==> src/rtl/dmac_pkg.sv <==
package dmac_pkg;
  typedef enum logic [2:0] {ST_IDLE, ST_WAIT, ST_RD, ST_WR, ST_GNT} seq_st_e;

  localparam int B_EN = 0, B_DONE = 1, B_DIE = 2, B_BURST = 3, B_ERR = 4, B_EIE = 5;
  localparam int B_SSEL = 6, B_DSEL = 7, B_SSTEP = 8, B_DSTEP = 12;
  localparam int B_DLINE = 16, B_WIDTH = 20, B_SLINE = 24;
  localparam int LINE_W = 4;

  function automatic logic code_bad(input logic [2:0] c);
    return c == 3'b100;
  endfunction

  // signed byte step per beat
  function automatic logic [7:0] step_of(input logic [2:0] c);
    logic [7:0] m;
    case (c[1:0])
      2'd0:    m = 8'd0;
      2'd1:    m = 8'd1;
      2'd2:    m = 8'd2;
      default: m = 8'd4;
    endcase
    return c[2] ? (8'd0 - m) : m;
  endfunction
endpackage

==> src/rtl/dmac_addr_unit.sv <==
module dmac_addr_unit #(
  parameter int AW = 32
) (
  input  logic          clk_i,
  input  logic          rst_ni,
  input  logic          load_i,
  input  logic [AW-1:0] load_val_i,
  input  logic          adv_i,
  input  logic [2:0]    code_i,
  output logic [AW-1:0] addr_o
);
  import dmac_pkg::*;
  logic [7:0]    s8;
  logic [AW-1:0] step;

  assign s8   = step_of(code_i);
  assign step = {{(AW-8){s8[7]}}, s8};

  always_ff @(posedge clk_i or negedge rst_ni) begin
    if (!rst_ni)     addr_o <= '0;
    else if (load_i) addr_o <= load_val_i;
    else if (adv_i)  addr_o <= addr_o + step;
  end
endmodule

==> src/rtl/dmac_pace.sv <==
module dmac_pace #(
  parameter int LW = 4,
  localparam int NL = 1 << LW
) (
  input  logic [LW-1:0] sline_i,
  input  logic [LW-1:0] dline_i,
  input  logic [NL-1:0] dreq_i,
  input  logic          gnt_i,
  output logic          ready_o,
  output logic          paced_o,
  output logic [NL-1:0] dack_o
);
  logic [LW-1:0] ln [2];
  logic [1:0]    ok;

  assign ln[0] = sline_i;
  assign ln[1] = dline_i;

  for (genvar g = 0; g < 2; g++) begin : g_side
    assign ok[g] = (ln[g] == '0) || dreq_i[ln[g]];
  end

  assign ready_o = &ok;
  assign paced_o = (sline_i != '0) || (dline_i != '0);

  assign dack_o[0] = 1'b0;
  for (genvar k = 1; k < NL; k++) begin : g_ack
    assign dack_o[k] = gnt_i && ((sline_i == LW'(k)) || (dline_i == LW'(k)));
  end
endmodule

==> src/rtl/dmac_seq.sv <==
module dmac_seq #(
  parameter int DW    = 32,
  parameter int BURST = 4,
  localparam int BTW  = (BURST > 1) ? $clog2(BURST) : 1
) (
  input  logic          clk_i,
  input  logic          rst_ni,
  input  logic          start_i,
  input  logic          burst_i,
  input  logic          ready_i,
  input  logic          paced_i,
  input  logic          cnt_one_i,
  input  logic          cnt_zero_i,
  input  logic          m_ack_i,
  input  logic          m_err_i,
  input  logic [DW-1:0] m_rdata_i,
  output logic          m_req_o,
  output logic          m_we_o,
  output logic [DW-1:0] data_o,
  output logic          src_adv_o,
  output logic          dst_adv_o,
  output logic          cyc_dec_o,
  output logic          gnt_o,
  output logic          fin_o,
  output logic          fail_o
);
  import dmac_pkg::*;
  seq_st_e        st_q, st_d;
  logic [BTW-1:0] beat_q;
  logic           last_beat, active;

  assign active    = (st_q == ST_RD) || (st_q == ST_WR);
  assign m_req_o   = active;
  assign m_we_o    = (st_q == ST_WR);
  assign last_beat = beat_q == (burst_i ? BTW'(BURST - 1) : '0);
  assign src_adv_o = (st_q == ST_RD) && m_ack_i && !m_err_i;
  assign dst_adv_o = (st_q == ST_WR) && m_ack_i && !m_err_i;
  assign cyc_dec_o = dst_adv_o && last_beat;
  assign fail_o    = active && m_ack_i && m_err_i;
  assign gnt_o     = (st_q == ST_GNT);
  assign fin_o     = (cyc_dec_o && !paced_i && cnt_one_i) || (gnt_o && cnt_zero_i);

  always_comb begin
    st_d = st_q;
    case (st_q)
      ST_IDLE: if (start_i) st_d = ST_WAIT;
      ST_WAIT: if (ready_i) st_d = ST_RD;
      ST_RD:   if (m_ack_i) st_d = m_err_i ? ST_IDLE : ST_WR;
      ST_WR: begin
        if (m_ack_i) begin
          if (m_err_i)        st_d = ST_IDLE;
          else if (!last_beat) st_d = ST_RD;
          else if (paced_i)   st_d = ST_GNT;
          else                st_d = cnt_one_i ? ST_IDLE : ST_WAIT;
        end
      end
      ST_GNT:  st_d = cnt_zero_i ? ST_IDLE : ST_WAIT;
      default: st_d = ST_IDLE;
    endcase
  end

  always_ff @(posedge clk_i or negedge rst_ni) begin
    if (!rst_ni) begin
      st_q   <= ST_IDLE;
      beat_q <= '0;
      data_o <= '0;
    end else begin
      st_q <= st_d;
      if (st_q == ST_WAIT)                     beat_q <= '0;
      else if (dst_adv_o && !last_beat)        beat_q <= beat_q + 1'b1;
      if (src_adv_o)                           data_o <= m_rdata_i;
    end
  end
endmodule

==> src/rtl/dmac_channel.sv <==
module dmac_channel #(
  parameter int AW    = 32,
  parameter int DW    = 32,
  parameter int CW    = 24,
  parameter int BURST = 4,
  localparam int RW   = 32,
  localparam int NL   = 1 << dmac_pkg::LINE_W
) (
  input  logic          clk_i,
  input  logic          rst_ni,
  input  logic          reg_we_i,
  input  logic [3:0]    reg_addr_i,
  input  logic [RW-1:0] reg_wdata_i,
  output logic [RW-1:0] reg_rdata_o,
  output logic          m_req_o,
  output logic          m_we_o,
  output logic          m_sys_o,
  output logic [1:0]    m_size_o,
  output logic [AW-1:0] m_addr_o,
  output logic [DW-1:0] m_wdata_o,
  input  logic [DW-1:0] m_rdata_i,
  input  logic          m_ack_i,
  input  logic          m_err_i,
  input  logic [NL-1:0] dreq_i,
  output logic [NL-1:0] dack_o,
  output logic          irq_o
);
  import dmac_pkg::*;
  localparam int LW = LINE_W;

  logic          en_q, done_q, die_q, burst_q, err_q, eie_q, ssel_q, dsel_q;
  logic [2:0]    sstep_q, dstep_q;
  logic [LW-1:0] sline_q, dline_q;
  logic [1:0]    width_q;
  logic [CW-1:0] cnt_q;

  logic          ctl_wr, go_req, cfg_bad, start, zdone, bad_start;
  logic          src_adv, dst_adv, cyc_dec, gnt, fin, fail, ready, paced;
  logic [AW-1:0] addr_q [2];
  logic [1:0]    ld, adv;
  logic [2:0]    code [2];
  logic [RW-1:0] ctrl_word;

  assign ctl_wr    = reg_we_i && (reg_addr_i[3:2] == 2'd3);
  assign go_req    = ctl_wr && !en_q && reg_wdata_i[B_EN];
  assign cfg_bad   = code_bad(reg_wdata_i[B_SSTEP+:3]) || code_bad(reg_wdata_i[B_DSTEP+:3])
                   || (reg_wdata_i[B_WIDTH+:2] == 2'b11);
  assign bad_start = go_req && cfg_bad;
  assign zdone     = go_req && !cfg_bad && (cnt_q == '0);
  assign start     = go_req && !cfg_bad && (cnt_q != '0);

  // address units: 0 = source, 1 = destination
  assign code[0] = sstep_q;
  assign code[1] = dstep_q;
  assign adv     = {dst_adv, src_adv};
  for (genvar g = 0; g < 2; g++) begin : g_addr
    assign ld[g] = reg_we_i && !en_q && (reg_addr_i[3:2] == 2'(g));
    dmac_addr_unit #(.AW(AW)) u_addr (
      .clk_i      (clk_i),
      .rst_ni     (rst_ni),
      .load_i     (ld[g]),
      .load_val_i (reg_wdata_i[AW-1:0]),
      .adv_i      (adv[g]),
      .code_i     (code[g]),
      .addr_o     (addr_q[g])
    );
  end

  dmac_pace #(.LW(LW)) u_pace (
    .sline_i (sline_q),
    .dline_i (dline_q),
    .dreq_i  (dreq_i),
    .gnt_i   (gnt),
    .ready_o (ready),
    .paced_o (paced),
    .dack_o  (dack_o)
  );

  dmac_seq #(.DW(DW), .BURST(BURST)) u_seq (
    .clk_i      (clk_i),
    .rst_ni     (rst_ni),
    .start_i    (start),
    .burst_i    (burst_q),
    .ready_i    (ready),
    .paced_i    (paced),
    .cnt_one_i  (cnt_q == CW'(1)),
    .cnt_zero_i (cnt_q == '0),
    .m_ack_i    (m_ack_i),
    .m_err_i    (m_err_i),
    .m_rdata_i  (m_rdata_i),
    .m_req_o    (m_req_o),
    .m_we_o     (m_we_o),
    .data_o     (m_wdata_o),
    .src_adv_o  (src_adv),
    .dst_adv_o  (dst_adv),
    .cyc_dec_o  (cyc_dec),
    .gnt_o      (gnt),
    .fin_o      (fin),
    .fail_o     (fail)
  );

  assign m_addr_o = m_we_o ? addr_q[1] : addr_q[0];
  assign m_sys_o  = m_we_o ? dsel_q : ssel_q;
  assign m_size_o = width_q;

  always_ff @(posedge clk_i or negedge rst_ni) begin
    if (!rst_ni) begin
      en_q <= 1'b0; done_q <= 1'b0; die_q <= 1'b0; burst_q <= 1'b0;
      err_q <= 1'b0; eie_q <= 1'b0; ssel_q <= 1'b0; dsel_q <= 1'b0;
      sstep_q <= '0; dstep_q <= '0; sline_q <= '0; dline_q <= '0;
      width_q <= '0; cnt_q <= '0;
    end else begin
      // hardware set wins over a same-cycle software clear
      done_q <= fin | zdone | (done_q & ~(ctl_wr & ~reg_wdata_i[B_DONE]));
      err_q  <= fail | bad_start | (err_q & ~(ctl_wr & ~reg_wdata_i[B_ERR]));
      if (fin || fail)             en_q <= 1'b0;
      else if (ctl_wr && !en_q)    en_q <= start;
      if (ctl_wr) begin
        die_q <= reg_wdata_i[B_DIE];
        eie_q <= reg_wdata_i[B_EIE];
      end
      if (ctl_wr && !en_q) begin
        burst_q <= reg_wdata_i[B_BURST];
        ssel_q  <= reg_wdata_i[B_SSEL];
        dsel_q  <= reg_wdata_i[B_DSEL];
        sstep_q <= reg_wdata_i[B_SSTEP+:3];
        dstep_q <= reg_wdata_i[B_DSTEP+:3];
        dline_q <= reg_wdata_i[B_DLINE+:LW];
        sline_q <= reg_wdata_i[B_SLINE+:LW];
        width_q <= reg_wdata_i[B_WIDTH+:2];
      end
      if (reg_we_i && !en_q && (reg_addr_i[3:2] == 2'd2)) cnt_q <= reg_wdata_i[CW-1:0];
      else if (cyc_dec)                                    cnt_q <= cnt_q - 1'b1;
    end
  end

  always_comb begin
    ctrl_word = '0;
    ctrl_word[B_EN]    = en_q;
    ctrl_word[B_DONE]  = done_q;
    ctrl_word[B_DIE]   = die_q;
    ctrl_word[B_BURST] = burst_q;
    ctrl_word[B_ERR]   = err_q;
    ctrl_word[B_EIE]   = eie_q;
    ctrl_word[B_SSEL]  = ssel_q;
    ctrl_word[B_DSEL]  = dsel_q;
    ctrl_word[B_SSTEP+:3]  = sstep_q;
    ctrl_word[B_DSTEP+:3]  = dstep_q;
    ctrl_word[B_DLINE+:LW] = dline_q;
    ctrl_word[B_WIDTH+:2]  = width_q;
    ctrl_word[B_SLINE+:LW] = sline_q;
  end

  always_comb begin
    case (reg_addr_i[3:2])
      2'd0:    reg_rdata_o = RW'(addr_q[0]);
      2'd1:    reg_rdata_o = RW'(addr_q[1]);
      2'd2:    reg_rdata_o = RW'(cnt_q);
      default: reg_rdata_o = ctrl_word;
    endcase
  end

  assign irq_o = (done_q & die_q) | (err_q & eie_q);
endmodule

==> config.mk <==
export PLATFORM = sky130hd
export DESIGN_NAME = dmac_channel
export DESIGN_NICKNAME = d
export VERILOG_FILES = /design/src/rtl/dmac_pkg.sv /design/src/rtl/dmac_addr_unit.sv /design/src/rtl/dmac_pace.sv /design/src/rtl/dmac_seq.sv /design/src/rtl/dmac_channel.sv
export SDC_FILE = /design/constraint.sdc
export NUM_CORES = 1
export LEC_CHECK = 0
export BUFFER_PORTS_ARGS = -buffer_cell sky130_fd_sc_hd__buf_2
export CAP_MARGIN = 10
export CORE_MARGIN = 5
export CORE_UTILIZATION = 58
export DETAILED_ROUTE_END_ITERATION = 10
export GPL_ROUTABILITY_DRIVEN = 0
export PLACE_DENSITY_LB_ADDON = 0.05
export RECOVER_POWER = 100
export SYNTH_ARGS = -nofsm -noshare
export SYNTH_HDL_FRONTEND = slang
export SYNTH_SLANG_ARGS = --single-unit
==> constraint.sdc <==
create_clock -name clk_i -period 5.9 [get_ports clk_i]
set_clock_uncertainty 0.1 [all_clocks]
set_input_delay 0.295 -clock clk_i [delete_from_list [all_inputs] [get_ports clk_i]]
set_output_delay 0.295 -clock clk_i [all_outputs]
set_load 0.05 [all_outputs]
==> key figures, run 1 <==
Outcome
  – Status: finished, violations left
  – Failing checks: capacitance limit, slew limit

Die
  – Core box area: 20200 µm²
  – Ports: 207
  – # rows: 52
  – Initial core utilization: 58.8%
  – Die Wd: 153 µm
  – Die height: 153 µm
  – Die area: 23400 µm²

Setup path
  – Crit path required time: 6.16 ns
  – CP Launch Type: register
  – Family with the most delay on the worst path: simple AND/OR/NAND/NOR gates
  – Critical path arrival: 5.25 ns
  – CP Depth: 14
  – Critical Path Source: dstep_q[0]
  – R2R Path End: g_addr[1].u_addr.addr_o[31]
  – Worst-path cell chain: inv_1 > ha_1 > nor2_1 > clkbuf_1 > ha_1 > a21o_1 > a21oi_1 > nor2_1 > or4_1 > a211oi_2 > o41ai_2 > xnor2_1 > or3_1 > a31oi_1
  – WP buf/inv: 2
  – CP max FO: 16
  – R2r startpoint: dstep_q[0]
  – R2R depth: 14
  – Critical path destination: g_addr[1].u_addr.addr_o[31]
  – CP peak stage delay: 0.88 ns
  – Reg2reg setup slack: 0.91 ns
  – Crit end category: register
  – CP Class: register to register
  – Slowest-stage cell, CP: nor2_1

Logic synthesis
  – Post-synthesis cell area: 11900 µm²
  – Synth warn: 0
  – Post-synth EDFFs: 0
  – Cell variety after synth: 75
  – Most used DFF post-synth: dfrtp_1
  – Post-Synthesis Cells: 1442
  – Post-Syn Nets: 1606
  – Post-synth ARST share: 100%
  – Syn avg cell area: 8.22 µm²
  – Part of the Yosys area used for sequential elements: 31.4%
  – FF+latch count, synth: 149

Routing
  – DR vias/cell: 6.14
  – Avg WL per Cell: 20.0 µm
  – Routed WL: 38.2 mm
  – Via count: 11800
  – Initial DRC Count: 887
  – Remaining DRCs: 0
  – Remaining antenna violation count after routing: 0
  – DR pass1 iterations: 6

Power and ir drop
  – Design Power: 0.00896 W
  – PD cells: 652 nW/µm²
  – VDD IR-drop max: 360 µV
  – Leakage: 6.33 nW

Clock network
  – Root Driver: clkbuf_16
  – CTS tree: done
  – # H-tree levels: 4
  – Clock sink count: 149
  – Max clock buf depth: 2
  – Clock-pin transition on the worst setup and hold timing paths: 0.07 ns
  – Clock latency on the worst-skew pair: 0.44 ns
  – TritonCTS buffer count: 17
  – Postcts setup bufs: 0

Placed design
  – Dpl ws: 1.56 ns
  – Hpwl dp: 28.1 mm
  – PortBufs: 202

STA
  – RSZ-0062 raised after global routing: no
  – Final TNS setup: 0 ns
  – Slew @ Worst Pin: 3.37 ns
  – Final hold viol count: 0
  – Endpoints failing setup: 0
  – Tmin final: 4.99 ns
  – Fmax: 200 MHz
  – Rel. slew slack: -125%
  – Max-slew violations: 321
  – Final hold slack: 0.0237 ns
  – Final Worst Setup Slack: 0.909 ns
  – Period utilisation layout: 84.6%

Final layout
  – End-of-flow core utilization: 68.1%
  – NumNets Final: 1795
  – Fraction of layout cells with a size suffix above 1: 12.9%
  – Layout overhead on the synthesized area: 15.8%

GRT
  – Largest net degree at the start of global routing: 100
  – GRT overflow: 0
  – Initial antenna violation count: 1
  – Global Route Usage Sum: 32.5%
  – Global-route wire length before repair: 61.5 mm
  – Number of global-route vias before repair: 11200

Job
  – Max Cap Viol: 6

Worst hold path
  – Worst Hold Class: input pin to register
-- sequential cells by signal, summed over array words and instances (netlist names), 3 cells and up --
signal                flops
g_addr.u_addr.addr_o     64
dline_q                   4
cnt_q                    24
dstep_q                   3
u_seq.data_o             32
sstep_q                   3
u_seq.st_q                3
sline_q                   4
-- metal layers --
metal / up-vias / track usage [%] / wire length (µm)
met2: 512 / 52.3 / 17900
met4: 0 / 10.4 / 1040
met1: 5628 / 44.7 / 16200
li1: 5535 / - / -
met3: 81 / 6.28 / 3160
met5: - / 0 / 0
-- what timing repair did --
item,CTS,global route
gates resized for setup,0,0
hold buffers,33,0
hold endpoints to repair,130,0
-- layout make-up --
cell class | count | area [µm²]
multi-input combinational | 1184 | 7710
timing repair buffer | 248 | 1280
antenna | 1 | 2.50
fill | 1761 | 6430
clock inverter | 14 | 138
inverter | 31 | 116
sequential | 149 | 3730
tap | 270 | 338
clock buffer | 18 | 429
-- synthesized netlist by cell type (18+ instances only) --
master / instances / area share, %
xnor2_1: 43 / 3.2
a21o_1: 46 / 2.9
nand3_1: 44 / 1.9
mux2_2: 36 / 3.4
nand2_1: 290 / 9.2
nor3_1: 38 / 1.6
a31oi_1: 24 / 1.3
o21ai_0: 83 / 3.5
clkbuf_1: 61 / 1.9
xor2_1: 21 / 1.6
ha_1: 73 / 7.7
a21oi_1: 102 / 4.3
inv_1: 31 / 0.98
dfrtp_1: 149 / 31
nand2b_1: 18 / 0.95
mux4_2: 28 / 5.3
nor2_1: 127 / 4.0
mux2i_1: 21 / 1.8
and3_1: 20 / 1.1
-- per-stage QoR --
stage | cells | cell area, µm²
after floorplan | 1442 | 11900
after global placement | 1849 | 13000
after detailed placement | 1849 | 13000
after CTS | 1914 | 13900
after global routing | 1915 | 13700
final | 1915 | 13700
-- worst min-delay path by stage --
stage / startpoint / end / slack [ns] / depth (start not counted)
after floorplan: rst_ni / burst_q / -0.10 / 0
after global placement: u_seq.data_o[11] / u_seq.data_o[11] / 0.35 / 2
after detailed placement: rst_ni / u_seq.data_o[15] / 0.36 / 1
after CTS: reg_wdata_i[28] / g_addr[1].u_addr.addr_o[28] / 0.009 / 3
after global routing: reg_wdata_i[28] / g_addr[1].u_addr.addr_o[28] / 0.03 / 3
final: reg_wdata_i[28] / g_addr[1].u_addr.addr_o[28] / 0.02 / 3
-- tightest hold or removal path: cells and delay by family --
family	cells	cell delay, ns
AND/OR/NAND/NOR	2	0.11
buffers and inverters	1	0.12
-- kinds of logic after synthesis --
| logic type | Yosys count | share of synthesized area (%) |
|---|---|---|
| AND/OR/NAND/NOR | 607 | 22.8 |
| AO/OA/AOI/OAI | 352 | 18.9 |
| flip-flops | 149 | 31.4 |
| buffers and inverters | 109 | 3.58 |
| multiplexers | 85 | 10.5 |
| adder cells (fa/ha/maj) | 75 | 8.04 |
| XOR/XNOR | 64 | 4.73 |
| other | 1 | 0.0316 |
-- where the power goes --
part	switching, W	internal (W)
Sequential	0.000658	0.00148
Clock	0.000499	0.000560
Combinational	0.00378	0.00198
-- cell usage in the layout, fill, tap and decap left out, types with 24 or more instances in the layout --
cell type / n
nor2_1: 127
buf_2: 88
a31oi_1: 24
mux2_2: 31
a21oi_1: 103
dfrtp_1: 149
mux4_2: 28
o21ai_0: 90
nand3_1: 44
dlygate4sd3_1: 33
nor3_1: 36
nand2_1: 290
a21o_1: 46
clkbuf_1: 118
inv_1: 31
ha_1: 73
xnor2_1: 43
Note: power is estimated with default switching activity, not from simulation.
==> run 2: changes to the inputs <==
--- a/config.mk
+++ b/config.mk
@@ -5,10 +5,11 @@
 export SDC_FILE = /design/constraint.sdc
 export NUM_CORES = 1
 export LEC_CHECK = 0
+export ABC_AREA = 1
 export BUFFER_PORTS_ARGS = -buffer_cell sky130_fd_sc_hd__buf_2
 export CAP_MARGIN = 10
 export CORE_MARGIN = 5
-export CORE_UTILIZATION = 58
+export CORE_UTILIZATION = 53
 export DETAILED_ROUTE_END_ITERATION = 10
 export GPL_ROUTABILITY_DRIVEN = 0
 export PLACE_DENSITY_LB_ADDON = 0.05
==> constraint.sdc (replaced) <==
create_clock -name clk_i -period 4.51 [get_ports clk_i]
set_clock_uncertainty 0.1 [all_clocks]
set_input_delay 0.2255 -clock clk_i [delete_from_list [all_inputs] [get_ports clk_i]]
set_output_delay 0.2255 -clock clk_i [all_outputs]
set_load 0.05 [all_outputs]
==> run 2 against run 1 <==
The run still ends with capacitance limit, slew limit left; cell count up 45%; global-route usage grew 0.87 points; non-clock buffer count increased by 4; worst setup slack worse by 0.18 ns; synthesized area increased by 14%; routed wire length rose by 28%; via count up 29%; clock power increased by 40%; fmax rose by 32%; count of clock-buffer cells in the layout is 1 lower; critical path depth shrank 3; largest cell class unchanged; largest power group unchanged.
==> key figures, run 2 <==
GRT
  – GRT overflow: 0 (unchanged)
  – Largest net degree at the start of global routing: 70 (-30%)
  – Global-route wire length before repair: 75.4 mm (+23%)
  – Number of global-route vias before repair: 14200 (+26%)
  – Initial antenna violation count: 0 (-1)
  – Global Route Usage Sum: 33.4% (+0.87 points)

Logic synthesis
  – Synth Area in XOR/XNOR: 2.34% (-2.4 points)
  – Synth Area in Adders: 7.08% (-0.96 points)
  – Post-Synthesis Cells: 2217 (+54%)
  – Post-synth ARST share: 100% (unchanged)
  – Commonest cells post-synth: nand2_1, inv_1, dfrtp_1
  – Post-synth EDFFs: 0 (unchanged)
  – Top-count cell post-synth: nand2_1
  – Most used DFF post-synth: dfrtp_1
  – Post-synth top area share: 27.7% (-3.7 points)
  – Largest family of logic cells by synthesized area: simple AND/OR/NAND/NOR gates
  – Part of the Yosys area used for sequential elements: 27.7% (-3.7 points)
  – Simple-gate portion of the synthesized area: 35.9% (+13 points)
  – Post-Syn Nets: 2381 (+48%)
  – Cell variety after synth: 44 (-41%)
  – Syn avg cell area: 6.07 µm² (-26%)
  – Synth warn: 0 (unchanged)
  – Synth area leader: dfrtp_1
  – FF+latch count, synth: 149 (unchanged)
  – Largest cells by area after synthesis: dfrtp_1, nand2_1, inv_1
  – Post-synthesis mux area share: 0% (-11 points)
  – Post-synthesis cell area: 13500 µm² (+14%)
  – Post-synthesis compound-gate area fraction: 13.6% (-5.3 points)

Setup path
  – CP Launch Type: register
  – Slowest-stage cell, CP: nand2_1
  – CP peak stage delay: 0.60 ns (-0.28 ns)
  – Worst-path cell chain: clkinv_1 > nor2_1 > nand2_1 > nor2_4 > buf_4 > inv_1 > nand2_1 > inv_2 > nand2_1 > o21ai_0 > o21bai_1
  – Top cell by count, worst path: nand2_1
  – WP buf/inv: 4 (+2)
  – Family with the most delay on the worst path: simple AND/OR/NAND/NOR gates
  – Crit path required time: 4.72 ns (-1.44 ns)
  – CP Class: register to register
  – Critical path arrival: 4.00 ns (-1.25 ns)
  – Crit end category: register
  – CP max FO: 34 (+18)

Placed design
  – Dpl cells: 2707 (+46%)
  – PortBufs: 202 (unchanged)
  – Hpwl dp: 38.6 mm (+38%)
  – Dpl ws: 1.26 ns (-0.301 ns)

Power and ir drop
  – PD cells: 765 nW/µm² (+17%)
  – Net Sw Frac: 58.6% (+3.5 points)
  – Leakage: 8.61 nW (+36%)
  – VDD IR-drop max: 629 µV (+75%)
  – Internal Power: 0.00491 W (+22%)
  – Reg power frac: 21.8% (-2.1 points)
  – Combinational share of power: 65.7% (+1.4 points)
  – Net switching power: 0.00694 W (+41%)
  – Clock power frac: 12.5% (+0.7 points)

Final layout
  – Most frequent cells in the layout: nand2_1, inv_1, dfrtp_1
  – Top Registers: g_addr.u_addr.addr_o (64), u_seq.data_o (32), cnt_q (24)
  – Layout overhead on the synthesized area: 15.0%
  – Most common cell after layout, fill and taps aside: nand2_1
  – Antenna cell count: 0 (-1)
  – Register bank with the most flops: g_addr.u_addr.addr_o
  – Non-Filler Instances: 2778 (+45%)
  – Largest register FFs: 64 (unchanged)
  – End-of-flow core utilization: 61.6% (-6.5 points)
  – NumNets Final: 2599 (+45%)
  – Fraction of layout cells with a size suffix above 1: 6.05% (-6.8 points)

STA
  – RSZ-0062 raised after global routing: no
  – Final Worst Setup Slack: 0.726 ns (-0.183 ns)
  – Tmin final: 3.78 ns (-1.21 ns)
  – Slew @ Worst Pin: 1.82 ns (-1.56 ns)
  – Max-slew violations: 66 (-79%)
  – Fmax: 264 MHz (+32%)
  – Final hold viol count: 0 (unchanged)
  – Endpoints failing setup: 0 (unchanged)
  – Rel. slew slack: -21.1% (+100 points)
  – Final TNS setup: 0 ns (unchanged)
  – Period utilisation layout: 83.9% (-0.68 points)

Routing
  – Routed WL: 48.9 mm (+28%)
  – DR pass1 iterations: 5 (-1)
  – Remaining DRCs: 0 (unchanged)
  – Initial DRC Count: 1728 (+95%)
  – Avg WL per Cell: 17.6 µm (-12%)
  – Via count: 15200 (+29%)
  – Remaining antenna violation count after routing: 0 (unchanged)
  – DR vias/cell: 5.48 (-11%)

Clock network
  – CTS tree: done
  – Max clock buf depth: 2 (unchanged)
  – Root Driver: clkbuf_16
  – Post-CTS Resized: 0 (unchanged)
  – # H-tree levels: 4 (unchanged)
  – Clock latency on the worst-skew pair: 0.45 ns (about the same)
  – TritonCTS buffer count: 17 (unchanged)
  – Clock-pin transition on the worst setup and hold timing paths: 0.06 ns (about the same)
  – Clock sink count: 149 (unchanged)

Die
  – Ports: 207 (unchanged)
  – Core box area: 25100 µm² (+24%)
  – Initial core utilization: 53.6% (-5.2 points)
  – Die Wd: 169 µm (+11%)
  – # rows: 58 (+12%)
  – Die area: 28700 µm² (+23%)
  – Die height: 169 µm (+11%)

Outcome
  – Failing checks: capacitance limit, slew limit
  – Status: finished, violations left

Worst hold path
  – Worst Hold Class: input pin to register

Job
  – Max Cap Viol: 2 (-4)
run 2: cell types whose count changed in the layout (fill, tap and decap cells not counted), sizes merged, moves of 31 or more:
cell / previous run / this run
nand2: 290 / 866
o22ai: 0 / 48
o221ai: 0 / 31
a21o: 46 / 0
inv: 39 / 411
mux2: 36 / 0
nand3: 44 / 107
run 2: area by class of cell:
cell class	count	area, µm²
Fill cell	2510	9630
Clock inverter	15	169
Tap cell	330	413
Timing Repair Buffer	252	1330
Inverter	412	1550
Sequential cell	149	3730
Clock buffer	17	425
Multi-Input combinational cell	1603	7860
run 2: metrics by stage:
step	total power, W	cell area, µm²	hold WS [ns]
3_5_place_dp	0.0104	14700	0.167
3_3_place_gp	0.0102	14700	0.166
2_1_floorplan	0.00828	13500	-0.170
5_1_grt	0.0128	15500	0.0233
6_report	0.0118	15500	0.000248
4_1_cts	0.0119	15700	0.00318
run 2: worst min-delay path, stage by stage:
cell,delay (ns)
buf_2,0.11
nor2_1,0.06
inv_1,0.05
nand2_1,0.05
run 2: power by group through the flow:
stage	sequential, W	clock (W)	combinational (W)
finish	0.00258	0.00148	0.00778
global route	0.00264	0.00154	0.00859
detailed placement	0.00257	0	0.00778
floorplan	0.00282	0	0.00546
global placement	0.00257	0	0.00766
CTS	0.00256	0.00148	0.00784
run 2: path summary, 6_finish.rpt:
path,start,to,slack [ns],cells after the start
max in group asynchronous,rst_ni,g_addr[0].u_addr.addr_o[0],1.98,3
setup reg to reg,u_seq.st_q[1],g_addr[0].u_addr.addr_o[9],0.73,11
setup / recovery,u_seq.st_q[1],g_addr[0].u_addr.addr_o[9],0.73,11
hold reg to reg,u_seq.data_o[1],u_seq.data_o[1],0.38,2
min in group asynchronous,rst_ni,g_addr[1].u_addr.addr_o[6],0.24,2
hold / removal,m_ack_i,u_seq.st_q[1],0.0002,4
run 2: routing by layer:
metal  vias up  wire, µm  track usage [%]
met5         -         0                0
met4         0      2300             14.2
met3       128      5220             8.22
met2       796     21400             52.7
met1      6891     20000             43.9
li1       7403         -                -
run 2: cell families after synthesis:
| logic type | Yosys count |
|---|---|
| AND/OR/NAND/NOR | 1184 |
| buffers and inverters | 465 |
| AO/OA/AOI/OAI | 307 |
| flip-flops | 149 |
| adder cells (fa/ha/maj) | 75 |
| XOR/XNOR | 36 |
| other | 1 |
run 2: what timing repair did:
item,4_1_cts,5_1_grt
hold endpoints to repair,105,0
buffers inserted,0,0
hold buffers,39,0
endpoints found under the setup margin,0,0
==> run 3: changes to the inputs <==
==> constraint.sdc (replaced) <==
create_clock -name clk_i -period 3.44 [get_ports clk_i]
set_clock_uncertainty 0.1 [all_clocks]
set_input_delay 0.172 -clock clk_i [delete_from_list [all_inputs] [get_ports clk_i]]
set_output_delay 0.172 -clock clk_i [all_outputs]
set_load 0.05 [all_outputs]
==> run 3 against run 2 <==
The flow still finishes with violations (capacitance limit, slew limit); non-clock buffer count rose by 15; global-route usage rose by 0.68 points; sequential power rose by 32%; critical endpoint is now g_addr[1].u_addr.addr_o[27]; highest routed layer unchanged.
==> key figures, run 3 (synthesis gave the netlist of run 2 again) <==
Routing
  – Remaining antenna violation count after routing: 0 (unchanged)
  – Via count: 15300 (+0.63%)
  – Remaining DRCs: 0 (unchanged)
  – Initial DRC Count: 1509 (-13%)
  – DR pass1 iterations: 8 (+3)
  – DR vias/cell: 5.48 (about the same)
  – Routed WL: 49.6 mm (+1.5%)
  – Avg WL per Cell: 17.8 µm (+0.94%)

Clock network
  – Post-CTS Resized: 0 (unchanged)
  – Root Driver: clkbuf_16
  – TritonCTS buffer count: 17 (unchanged)
  – Clock latency on the worst-skew pair: 0.45 ns (about the same)
  – CTS tree: done
  – # H-tree levels: 4 (unchanged)
  – Clock sink count: 149 (unchanged)
  – Max clock buf depth: 2 (unchanged)
  – Clock-pin transition on the worst setup and hold timing paths: 0.07 ns (about the same)

STA
  – Period utilisation layout: 88.2% (+4.3 points)
  – Max-slew violations: 93 (+41%)
  – Final hold slack: 0.0130 ns (+0.0128 ns)
  – Fmax: 329 MHz (+25%)
  – Final TNS setup: 0 ns (unchanged)
  – Slew @ Worst Pin: 2.54 ns (+0.725 ns)
  – RSZ-0062 raised after global routing: no
  – Final hold viol count: 0 (unchanged)
  – Endpoints failing setup: 0 (unchanged)
  – Tmin final: 3.04 ns (-0.749 ns)
  – Rel. slew slack: -69.4% (-48 points)

Final layout
  – NumNets Final: 2614 (+0.58%)
  – Register bank with the most flops: g_addr.u_addr.addr_o
  – Non-Filler Instances: 2793 (+0.54%)
  – Most frequent cells in the layout: nand2_1, inv_1, dfrtp_1
  – Largest register FFs: 64 (unchanged)
  – Most common cell after layout, fill and taps aside: nand2_1
  – Top Registers: g_addr.u_addr.addr_o (64), u_seq.data_o (32), cnt_q (24)
  – Fraction of layout cells with a size suffix above 1: 6.46% (+0.41 points)
  – Layout overhead on the synthesized area: 16.3%
  – Antenna cell count: 0 (unchanged)

Job
  – Max Cap Viol: 1 (-1)

Die
  – Die height: 169 µm (unchanged)
  – Die area: 28700 µm² (unchanged)
  – Core box area: 25100 µm² (unchanged)
  – Die Wd: 169 µm (unchanged)
  – # rows: 58 (unchanged)
  – Ports: 207 (unchanged)
  – Initial core utilization: 53.6% (unchanged)

Power and ir drop
  – PD cells: 1000 nW/µm² (+31%)
  – Leakage: 8.70 nW (+1.1%)
  – VDD IR-drop max: 688 µV (+9.4%)

GRT
  – Global Route Usage Sum: 34.1% (+0.68 points)
  – Global-route wire length before repair: 77.1 mm (+2.3%)
  – Number of global-route vias before repair: 14300 (+0.96%)
  – Initial antenna violation count: 0 (unchanged)
  – GRT overflow: 0 (unchanged)
  – Largest net degree at the start of global routing: 93 (+33%)

Worst hold path
  – Hold Path Origin: reg_wdata_i[4]
  – Hold endpoint: cnt_q[4]
  – WHS Path Cells: 3 (-1)
  – Worst Hold Class: input pin to register

Setup path
  – CP Launch Type: register
  – CP Class: register to register
  – Critical path arrival: 3.25 ns (-0.75 ns)
  – Crit end category: register
  – R2R Path End: g_addr[1].u_addr.addr_o[27]
  – R2R depth: 8 (-3)
  – Crit path required time: 3.66 ns (-1.06 ns)
  – Reg2reg setup slack: 0.40 ns (-0.32 ns)
  – CP max FO: 31 (-8.8%)
  – R2r startpoint: en_q

Outcome
  – Status: finished, violations left
  – Failing checks: capacitance limit, slew limit

Placed design
  – Dpl cells: 2710 (+0.11%)
  – Hpwl dp: 38.5 mm (-0.25%)
  – PortBufs: 202 (unchanged)
## run 3: report_power, final
part	total, W	switching [W]	leakage [nW]	internal [W]
logic	0.0102	0.00740	6.54	0.00285
clock network	0.00205	0.000877	0.306	0.00117
registers	0.00340	0.000870	1.86	0.00253
total	0.0157	0.00915	8.70	0.00655
## run 3: cell type report
class | count | area (µm²)
Fill cell | 2499 | 9450
Multi-Input combinational cell | 1603 | 7890
Inverter | 412 | 1550
Tap cell | 330 | 413
Sequential cell | 149 | 3730
Clock inverter | 14 | 190
Clock buffer | 18 | 429
Timing Repair Buffer | 267 | 1470
## run 3: metal layers
metal  routed length [µm]  GRT usage, %  part of all wire, %  vias to the layer above
met5                    0             0                    0                        -
met4                 2500          15.8                  5.0                        0
met3                 4910          8.06                  9.9                      126
met2                22100          55.1                   45                      763
met1                20100          43.3                   41                     7007
li1                     -             -                    -                     7418
## run 3: critical path, cell delays in order (launching register included)
cell and delay (ns):
dfrtp_1 0.38, nor2_1 0.27, inv_1 0.21, nor2_2 0.22
inv_2 0.31, nand2_1 0.66, inv_2 0.37, nand3_1 0.28
nand2_1 0.07
## run 3: worst max-delay path by stage
stage	slack, ns	startpoint	cells past startpoint	endpoint
finish	0.40	en_q	8	g_addr[1].u_addr.addr_o[27]
global route	0.24	rst_ni	3	g_addr[1].u_addr.addr_o[28]
CTS	0.53	dstep_q[1]	15	g_addr[1].u_addr.addr_o[27]
detailed placement	0.58	dstep_q[1]	15	g_addr[1].u_addr.addr_o[27]
global placement	0.64	dstep_q[1]	15	g_addr[1].u_addr.addr_o[27]
floorplan	0.26	sstep_q[0]	13	g_addr[0].u_addr.addr_o[8]
## run 3: what timing repair did
| action | 4_1_cts | 5_1_grt |
|---|---|---|
| setup buffers | 0 | 0 |
| hold buffers | 51 | 0 |
| hold endpoints to repair | 140 | 0 |
## run 3: per-stage QoR
step	cell area [µm²]	setup WS [ns]	utilization, %	total power (W)
2_1_floorplan	13500	0.260	-	0.0108
3_3_place_gp	14700	0.635	58.7	0.0134
3_5_place_dp	14700	0.580	58.7	0.0136
4_1_cts	15900	0.533	63.2	0.0157
5_1_grt	15700	0.243	62.4	0.0169
6_report	15700	0.405	62.4	0.0157
